[config.mk]
export PLATFORM = sky130hd
export DESIGN_NAME = rq_pack
export DESIGN_NICKNAME = d
export VERILOG_FILES = /design/src/rtl/rq_pkg.sv /design/src/rtl/rq_chan_sel.sv /design/src/rtl/rq_scale.sv /design/src/rtl/rq_packer.sv /design/src/rtl/rq_pack.sv
export SDC_FILE = /design/constraint.sdc
export NUM_CORES = 2
export LEC_CHECK = 0
export BUFFER_PORTS_ARGS = -buffer_cell sky130_fd_sc_hd__buf_2
export CORE_MARGIN = 2
export CORE_UTILIZATION = 48
export CTS_BUF_LIST = sky130_fd_sc_hd__clkbuf_4
export CTS_CLUSTER_SIZE = 14
export DETAILED_ROUTE_END_ITERATION = 8
export PLACE_DENSITY = 0.65
export SETUP_SLACK_MARGIN = 0.4
export SLEW_MARGIN = 20
export SYNTH_ARGS = -nofsm -noshare
export SYNTH_HDL_FRONTEND = slang
export SYNTH_SLANG_ARGS = --single-unit
[constraint.sdc]
create_clock -name clk -period 14.6 [get_ports clk]
set_input_delay 1.46 -clock clk [delete_from_list [all_inputs] [get_ports clk]]
set_output_delay 1.46 -clock clk [all_outputs]
set_load 0.1 [all_outputs]
[src/rtl/rq_pkg.sv]
package rq_pkg;

    localparam int ACC_W  = 32;
    localparam int MULT_W = 16;
    localparam int BYTE_W = 8;
    localparam int SUM_W  = ACC_W + 1;
    localparam int PROD_W = SUM_W + MULT_W;

    typedef struct packed {
        logic [ACC_W-1:0]  acc;
        logic [ACC_W-1:0]  bias;
        logic [MULT_W-1:0] mult;
        logic              last;
    } sel_stage_t;

    typedef struct packed {
        logic [PROD_W-1:0] prod;
        logic              last;
    } mul_stage_t;

    function automatic logic [BYTE_W-1:0] sat8(input logic signed [PROD_W-1:0] v);
        if (v > PROD_W'(127))
            return 8'h7f;
        else if (v < -PROD_W'(128))
            return 8'h80;
        else
            return v[BYTE_W-1:0];
    endfunction

endpackage

[src/rtl/rq_chan_sel.sv]
module rq_chan_sel
    import rq_pkg::*;
#(
    parameter int MAX_CH = 16,
    localparam int CH_W  = $clog2(MAX_CH),
    localparam int CNT_W = $clog2(MAX_CH + 1)
) (
    input  logic              clk,
    input  logic              rst,
    input  logic              adv,
    input  logic              per_chan,
    input  logic [CNT_W-1:0]  num_chan,
    input  logic              prm_we,
    input  logic [CH_W-1:0]   prm_idx,
    input  logic [ACC_W-1:0]  prm_bias,
    input  logic [MULT_W-1:0] prm_mult,
    input  logic              in_valid,
    input  logic [ACC_W-1:0]  in_acc,
    input  logic              in_last,
    output logic              s1_vld,
    output sel_stage_t        s1_q
);

    logic [ACC_W-1:0]  bias_tab [MAX_CH];
    logic [MULT_W-1:0] mult_tab [MAX_CH];
    logic [CH_W-1:0]   chan_q;
    logic [CH_W-1:0]   rd_idx;
    logic              accept;
    logic              wrap;

    assign accept = in_valid && adv;
    assign rd_idx = per_chan ? chan_q : '0;
    assign wrap   = (CNT_W'(chan_q) + CNT_W'(1)) >= num_chan;

    always_ff @(posedge clk) begin
        if (prm_we) begin
            bias_tab[prm_idx] <= prm_bias;
            mult_tab[prm_idx] <= prm_mult;
        end
    end

    always_ff @(posedge clk) begin
        if (rst) begin
            chan_q <= '0;
        end else if (accept) begin
            chan_q <= (in_last || wrap) ? '0 : chan_q + CH_W'(1);
        end
    end

    always_ff @(posedge clk) begin
        if (rst) begin
            s1_vld <= 1'b0;
            s1_q   <= '0;
        end else if (adv) begin
            s1_vld <= in_valid;
            if (in_valid) begin
                s1_q.acc  <= in_acc;
                s1_q.bias <= bias_tab[rd_idx];
                s1_q.mult <= mult_tab[rd_idx];
                s1_q.last <= in_last;
            end
        end
    end

    AST_CHAN_RESTART: assert property (@(posedge clk) disable iff (rst)
        (accept && in_last) |=> (chan_q == '0))
        else $error("channel counter did not restart after last");

endmodule

[src/rtl/rq_scale.sv]
module rq_scale
    import rq_pkg::*;
#(
    parameter int SH_W = 5
) (
    input  logic              clk,
    input  logic              rst,
    input  logic              adv,
    input  logic [SH_W-1:0]   shift,
    input  logic [BYTE_W-1:0] zero_point,
    input  logic              s1_vld,
    input  sel_stage_t        s1_q,
    output logic              byte_vld,
    output logic [BYTE_W-1:0] byte_val,
    output logic              byte_last
);

    mul_stage_t               s2_q;
    logic                     s2_vld;
    logic signed [SUM_W-1:0]  sum_c;
    logic signed [PROD_W-1:0] sum_w;
    logic signed [PROD_W-1:0] mult_w;
    logic signed [PROD_W-1:0] rnd_c;
    logic signed [PROD_W-1:0] prod_c;
    logic signed [PROD_W-1:0] shifted;
    logic signed [PROD_W-1:0] biased;

    always_comb begin
        sum_c  = SUM_W'($signed(s1_q.acc)) + SUM_W'($signed(s1_q.bias));
        sum_w  = PROD_W'(sum_c);
        mult_w = PROD_W'($signed(s1_q.mult));
        rnd_c  = (shift == '0) ? '0 : (PROD_W'(1) <<< (shift - SH_W'(1)));
        prod_c = sum_w * mult_w + rnd_c;
    end

    always_ff @(posedge clk) begin
        if (rst) begin
            s2_vld <= 1'b0;
            s2_q   <= '0;
        end else if (adv) begin
            s2_vld <= s1_vld;
            if (s1_vld) begin
                s2_q.prod <= prod_c;
                s2_q.last <= s1_q.last;
            end
        end
    end

    always_comb begin
        shifted   = $signed(s2_q.prod) >>> shift;
        biased    = shifted + PROD_W'($signed(zero_point));
        byte_val  = sat8(biased);
        byte_vld  = s2_vld;
        byte_last = s2_q.last;
    end

    AST_STALL_FREEZE: assert property (@(posedge clk) disable iff (rst)
        !adv |=> ($stable(s2_q) && $stable(s2_vld)))
        else $error("multiply stage moved during stall");

endmodule

[src/rtl/rq_packer.sv]
module rq_packer
    import rq_pkg::*;
#(
    parameter int LANES = 4,
    localparam int LC_W  = (LANES > 1) ? $clog2(LANES) : 1,
    localparam int WORD_W = LANES * BYTE_W
) (
    input  logic              clk,
    input  logic              rst,
    input  logic              adv,
    input  logic              byte_vld,
    input  logic [BYTE_W-1:0] byte_val,
    input  logic              byte_last,
    input  logic              out_ready,
    output logic              out_valid,
    output logic [WORD_W-1:0] out_data,
    output logic              out_last
);

    logic [BYTE_W-1:0] lane_q [LANES];
    logic [LC_W-1:0]   lane_cnt;
    logic [WORD_W-1:0] word_nx;
    logic              close_w;

    for (genvar g = 0; g < LANES; g++) begin : g_lane
        assign word_nx[g*BYTE_W +: BYTE_W] =
            (LC_W'(g) < lane_cnt)  ? lane_q[g] :
            (LC_W'(g) == lane_cnt) ? byte_val  : '0;
    end

    assign close_w = byte_last || (lane_cnt == LC_W'(LANES - 1));

    always_ff @(posedge clk) begin
        if (rst) begin
            lane_cnt  <= '0;
            out_valid <= 1'b0;
            out_data  <= '0;
            out_last  <= 1'b0;
        end else if (adv) begin
            out_valid <= 1'b0;
            if (byte_vld) begin
                if (close_w) begin
                    out_data  <= word_nx;
                    out_last  <= byte_last;
                    out_valid <= 1'b1;
                    lane_cnt  <= '0;
                end else begin
                    lane_q[lane_cnt] <= byte_val;
                    lane_cnt         <= lane_cnt + LC_W'(1);
                end
            end
        end
    end

    AST_OUT_HOLD: assert property (@(posedge clk) disable iff (rst)
        (out_valid && !out_ready) |=> (out_valid && $stable(out_data) && $stable(out_last)))
        else $error("output word changed while stalled");

    AST_LAST_FLUSH: assert property (@(posedge clk) disable iff (rst)
        (adv && byte_vld && byte_last) |=> (out_valid && out_last))
        else $error("last result did not close a word");

endmodule

[src/rtl/rq_pack.sv]
module rq_pack
    import rq_pkg::*;
#(
    parameter int MAX_CH = 16,
    parameter int LANES  = 4,
    parameter int SH_W   = 5,
    localparam int CH_W   = $clog2(MAX_CH),
    localparam int CNT_W  = $clog2(MAX_CH + 1),
    localparam int WORD_W = LANES * BYTE_W
) (
    input  logic              clk,
    input  logic              rst,
    input  logic              cfg_per_chan,
    input  logic [CNT_W-1:0]  cfg_num_chan,
    input  logic [SH_W-1:0]   cfg_shift,
    input  logic [BYTE_W-1:0] cfg_zero_point,
    input  logic              prm_we,
    input  logic [CH_W-1:0]   prm_idx,
    input  logic [ACC_W-1:0]  prm_bias,
    input  logic [MULT_W-1:0] prm_mult,
    input  logic              in_valid,
    output logic              in_ready,
    input  logic [ACC_W-1:0]  in_acc,
    input  logic              in_last,
    output logic              out_valid,
    input  logic              out_ready,
    output logic [WORD_W-1:0] out_data,
    output logic              out_last
);

    logic              adv;
    logic              s1_vld;
    sel_stage_t        s1_q;
    logic              byte_vld;
    logic [BYTE_W-1:0] byte_val;
    logic              byte_last;

    assign adv      = !out_valid || out_ready;
    assign in_ready = adv;

    rq_chan_sel #(.MAX_CH(MAX_CH)) u_sel (
        .clk      (clk),
        .rst      (rst),
        .adv      (adv),
        .per_chan (cfg_per_chan),
        .num_chan (cfg_num_chan),
        .prm_we   (prm_we),
        .prm_idx  (prm_idx),
        .prm_bias (prm_bias),
        .prm_mult (prm_mult),
        .in_valid (in_valid),
        .in_acc   (in_acc),
        .in_last  (in_last),
        .s1_vld   (s1_vld),
        .s1_q     (s1_q)
    );

    rq_scale #(.SH_W(SH_W)) u_scale (
        .clk        (clk),
        .rst        (rst),
        .adv        (adv),
        .shift      (cfg_shift),
        .zero_point (cfg_zero_point),
        .s1_vld     (s1_vld),
        .s1_q       (s1_q),
        .byte_vld   (byte_vld),
        .byte_val   (byte_val),
        .byte_last  (byte_last)
    );

    rq_packer #(.LANES(LANES)) u_pack (
        .clk       (clk),
        .rst       (rst),
        .adv       (adv),
        .byte_vld  (byte_vld),
        .byte_val  (byte_val),
        .byte_last (byte_last),
        .out_ready (out_ready),
        .out_valid (out_valid),
        .out_data  (out_data),
        .out_last  (out_last)
    );

endmodule

Yosys cells after proc, flatten, opt, wreduce, memory -nomap -nowiden
Memories as Yosys holds them, arrays and structs flattened. A register that Yosys moved wholly into a read port is not among the register bits. Cells that the tools add are included. W data, S select, Z words.

Shifts and indexed selects: 2. Add/sub/neg operators: 7. Order comparisons: 7. $mul: 1. Equality and inequality tests: 4. Muxes and demuxes: 23. Reduce and logical (&&, ||, !) cells: 11.

Operators with widths (number): $mux W8 (10); $add A49 B49 Y49 (1); $add A49 B8 Y49 (1); $gt A49 B8 Y1 const B (1); $lt A49 B8 Y1 const B (1); $mul A33 B16 Y49 (1); $mux W49 (1); $sshl A1 B5 Y49 const A (1); $sshr A49 B5 Y49 (1); $add A32 B32 Y33 (1); $mux W1 (9); $mux W4 (2); $reduce_and A2 Y1 (3); $add A4 B1 Y5 const B (1); $ge A5 B5 Y1 (1); $logic_not A5 Y1 (1); $sub A5 B1 Y5 const B (1); $add A4 B1 Y4 const B (1); $eq A2 B2 Y1 const A (2); $lt A1 B2 Y1 const A (2); $lt A2 B2 Y1 const A (2); $logic_or A1 B1 Y1 (3); $reduce_and A3 Y1 (1); $add A2 B1 Y2 const B (1); 6 further kinds (6).

Register bits: 125. Memories kept: 3. Memory bits (writable): 800. Input bits: 109.

Memory list: u_sel.bias_tab (words 16, bits a word 32, read ports 1, clocked after memory_dff 1, wr ports 1, RTL line rq_chan_sel.sv:24) `logic [ACC_W-1:0] bias_tab [MAX_CH];`; u_sel.mult_tab (words 16, bits a word 16, read ports 1, clocked after memory_dff 1, wr ports 1, RTL line rq_chan_sel.sv:25) `logic [MULT_W-1:0] mult_tab [MAX_CH];`; u_pack.lane_q (words 4, bits a word 8, read ports 4, clocked after memory_dff 0, wr ports 1, RTL line rq_packer.sv:20) `logic [BYTE_W-1:0] lane_q [LANES];`.

Logic depth before layout (Yosys ltp)
Word-level depth: 7. Depth in mapped cells: 39.

Modules after synthesis
Synthesis repeated with hierarchy kept, for this count alone.

Cells, all modules: 5696. Area, all modules: 63758.6 um^2.

By module, submodules not included: rq_chan_sel (times used 1, cells an instance 2046, area each 32885.3 um^2); rq_scale (times used 1, cells an instance 3445, area each 28446.0 um^2); rq_packer (times used 1, cells an instance 204, area each 2421.1 um^2); rq_pack (times used 1, cells an instance 1, area each 6.3 um^2).

Worst setup path after synthesis
Ideal clock, no wire load.

Path type: reg2reg. From: register u_sel.s1_q[17] (netlist name). To: register u_scale.s2_q[49] in the netlist's numbering. Path buffers: 1. Cell stages (with the launch flop): 35. Arrival: 8186 ps. Setup slack: 6296 ps. Required time: 14483 ps. Cell sequence: dfxtp_1 ha_1 inv_1 fa_1 nor2b_1 o21ai_0 a211oi_1 o21ai_0 o21bai_1 a21oi_1 o21ai_0 xor2_1 clkbuf_1 nand2_1 fa_1 inv_1 fa_1 fa_1 fa_1 fa_1 inv_1 fa_1 inv_1 ha_1 and4_1 a21o_1 o21a_1 nor4_1 o41a_1 a21oi_1 o31ai_1 a21oi_1 a221oi_1 mux2i_1 nand2_1.

Longest elaborated chain between the ends: 3.

RTL lines: $add A32 B32 Y33 (RTL line rq_scale.sv:29) `sum_c = SUM_W'($signed(s1_q.acc)) + SUM_W'($signed(s1_q.bias));`; $mul A33 B16 Y49 (RTL line rq_scale.sv:33) `prod_c = sum_w * mult_w + rnd_c;`; $add A49 B49 Y49 (RTL line rq_scale.sv:33); end, declared (RTL line rq_scale.sv:18) `mul_stage_t s2_q;`.

Every way passes these cells. A chain may end at the register's enable or synchronous reset.

Final worst setup path
From: register u_sel.s1_q[17] (netlist name). To: register u_scale.s2_q[49] in the netlist's numbering.

Longest elaborated chain between the ends: 3.

RTL lines (RTL line): $add A32 B32 Y33 (rq_scale.sv:29); $mul A33 B16 Y49 (rq_scale.sv:33); $add A49 B49 Y49 (rq_scale.sv:33).

Every way passes these cells.

==> results_dict.tcl <==
set metrics [dict create \
    synth_top_area_share_pct 37.6 \
    drive_gt1_share_pct 15.1 \
    die_area_mm2 0.135 \
    dp_cells 7074 \
    path_class "flip-flop to flip-flop" \
    rsz0062_at_grt "no" \
    grt_pass1_vias 44900 \
    fmax_mhz 105 \
    cts_setup_buffers 0 \
    synth_fp_nets 6259 \
    fin_total_pwr_mw 7.84 \
    cts_max_level 4 \
    slowest_stage "fa_1" \
    setup_violations 0 \
    rows 133 \
    grt_overflow 0 \
    ys_ff_latch 965 \
    ios 144 \
    gp_congestion 0.912 \
    yosys.area.top_type "edfxtp_1" \
    cts_resized 0 \
    synth_cell_type_count 86 \
    postCtsHoldBufs 0 \
    crit_arrival_ns 10.65 \
    min_path_type "flip-flop to flip-flop" \
    dp_hpwl_um 111000 \
    ys_top_cells_by_area "edfxtp_1 38%, fa_1 17%, mux4_2 6.2%" \
    fin_crit_sh_pct 65.1 \
    wl_per_cell_um 22.2 \
    ys.warnings.count 0 \
    ctsRootBufferMaster "clkbuf_4" \
    leakagePower_nw 27.6 \
    vdd_drop_max_mv 0.0864 \
    placed_area_mm2 0.0658 \
    skew_ns 0.0738 \
    fin_area_mm2 0.0689 \
    crit_path_end_kind "flip-flop" \
    area_growth_pct 9.10 \
    initial_core_util_pct 48.2 \
    startpoint_type "flip-flop" \
    maxSlewHeadroom_pct 13.7 \
    grt_usage_pct 25.0 \
    synth.avg_cell_area_um2 11.7 \
    maxSlewViolCount 0 \
    wl_um 167000 \
    status "complete, no violations" \
    core_region_area_mm2 0.131 \
    numCtsBuffers 239 \
    critPathMaxStageDelay_ns 0.77 \
    tightest_slew_ns 1.29 \
    synth_top_flop_cell "edfxtp_1" \
    stdcell_count 7513 \
    via_per_inst 5.71 \
    vias 42900 \
    portBuffers 143 \
    firstDrtPassIters 5 \
    drv_cap 0 \
    cts_max_path_buffers 3 \
    synth-seq-area-share_pct 43.1 \
    die_x_um 367 \
    cts_tree "yes" \
    syn_area_mm2 0.0632 \
    cts.sinks 965 \
    synth_cells 5404 \
    die_h_um 367 \
    grt_max_degree 97 \
    finish.utilization_pct 52.6 \
    clk_latency_ns 1.28 \
    synth_edf_count 792 \
    clk_pin_slew_ns 0.06 \
    fin_crit_ns 9.50 \
    required_ns 15.75 \
    powerDensity_mw_per_mm2 114 \
    crit_top_cell "fa_1" \
    fillers 11500 \
    hold_violations 0 \
    async_reset_ff_share_pct 0 \
    antenna_found_initial 14 \
    nets 6415 \
    drtIter0Drc 3766 \
    ant_nets 0 \
    drc 0 \
    crit_path_max_fanout 24 \
    fin_setup_tns_ns 0 \
    grt_pass1_wl_um 260000 \
]
## stage by stage
step	setup WS (ns)	hold slack, ns
floorplan	6.30	0.432
global placement	5.19	0.439
detailed placement	4.90	0.444
CTS	4.94	0.385
global route	4.29	0.386
finish	5.10	0.452
## routing by layer
layer	wire, µm	track usage (%)	share of wire, %
met4	3960	7.71	2.4
met2	81200	41.8	49
met1	70500	33.1	42
met5	80	0	0.048
met3	11000	4.74	6.6
## critical path: cells and delay by family (launching register included)
family	cells	cell delay, ns
adders and majority gates	9	3.95
AOI/OAI and AO/OA	13	3.33
and+or+nand+nor	9	1.12
buffers and inverters	4	0.50
DFF	1	0.32
muxes	1	0.22
## layout by cell type (no fill, tap or decap), types with 163 or more instances in the layout
cell / Yosys / layout
nand2_1: 647 / 644
inv_1: 583 / 583
clkbuf_4: 0 / 357
ha_1: 212 / 212
fa_1: 534 / 534
and2_1: 229 / 227
edfxtp_1: 792 / 792
mux2i_1: 163 / 163
a21oi_1: 256 / 256
dfxtp_1: 173 / 166
mux4_2: 174 / 174
nor2_1: 249 / 237
## flip-flops by register name (all words and copies together) (netlist names)
name               cells
u_pack.lane_cnt        2
u_pack.lane_q         24
u_pack.out_data       32
u_pack.out_last        1
u_pack.out_valid       1
u_scale.byte_last      1
u_scale.byte_vld       1
u_scale.s2_q          49
u_sel.bias_tab       512
u_sel.chan_q           4
u_sel.mult_tab       256
u_sel.s1_q            81
u_sel.s1_vld           1
## worst paths after layout
path	cells after the start	end	start	slack, ns
max	36	u_scale.s2_q[49]	u_sel.s1_q[17]	5.10
max reg2reg	36	u_scale.s2_q[49]	u_sel.s1_q[17]	5.10
min	2	u_pack.out_data[24]	u_pack.out_data[24]	0.45
min reg2reg	2	u_pack.out_data[24]	u_pack.out_data[24]	0.45
## report_power, final
group	internal (mW)	total, mW	switching [mW]
clock network	1.15	2.28	1.13
registers	3.08	3.15	0.0687
logic	0.925	2.41	1.49
## cells by family after synthesis
group                      Yosys count  synth area share (%)
and+or+nand+nor                   1456                  10.9
DFF                                965                  43.1
buffers and inverters              904                  5.39
AOI/OAI and AO/OA                  880                  9.06
adders and majority gates          746                  21.1
muxes                              351                  9.03
xor gates and xnor gates           102                  1.41
## layout make-up
class	instances	area [µm²]	share of cell area, %
Tap cell	1755	2200	3.19
Timing Repair Buffer	231	1400	2.03
Clock buffer	357	2680	3.89
Inverter	588	2210	3.21
Antenna cell	14	35.0	0.0508
Clock inverter	68	445	0.646
Multi-Input combinational cell	3535	32700	47.4
Sequential cell	965	27300	39.6
## synth_stat cells, types with 15 or more instances
| library cell | number |
|---|---|
| and3_1 | 21 |
| nand2_1 | 647 |
| nor2_1 | 249 |
| o21ai_1 | 29 |
| ha_1 | 212 |
| o211ai_1 | 23 |
| nand3_1 | 55 |
| a31oi_1 | 24 |
| clkbuf_1 | 275 |
| a21oi_1 | 256 |
| mux4_2 | 174 |
| a21o_1 | 61 |
| o22ai_1 | 100 |
| buf_1 | 34 |
| dfxtp_1 | 173 |
| fa_1 | 534 |
| a221oi_1 | 54 |
| o21a_1 | 24 |
| nor3_1 | 41 |
| o21ai_0 | 131 |
| xor2_1 | 37 |
| edfxtp_1 | 792 |
| inv_1 | 583 |
| and4_1 | 15 |
| nor2b_1 | 83 |
| nand4_1 | 19 |
| mux2i_1 | 163 |
| xnor2_1 | 65 |
| a211oi_1 | 26 |
| a311oi_1 | 55 |
| nand2b_1 | 31 |
| and2_1 | 229 |
Power figures use the tool's default switching activity.
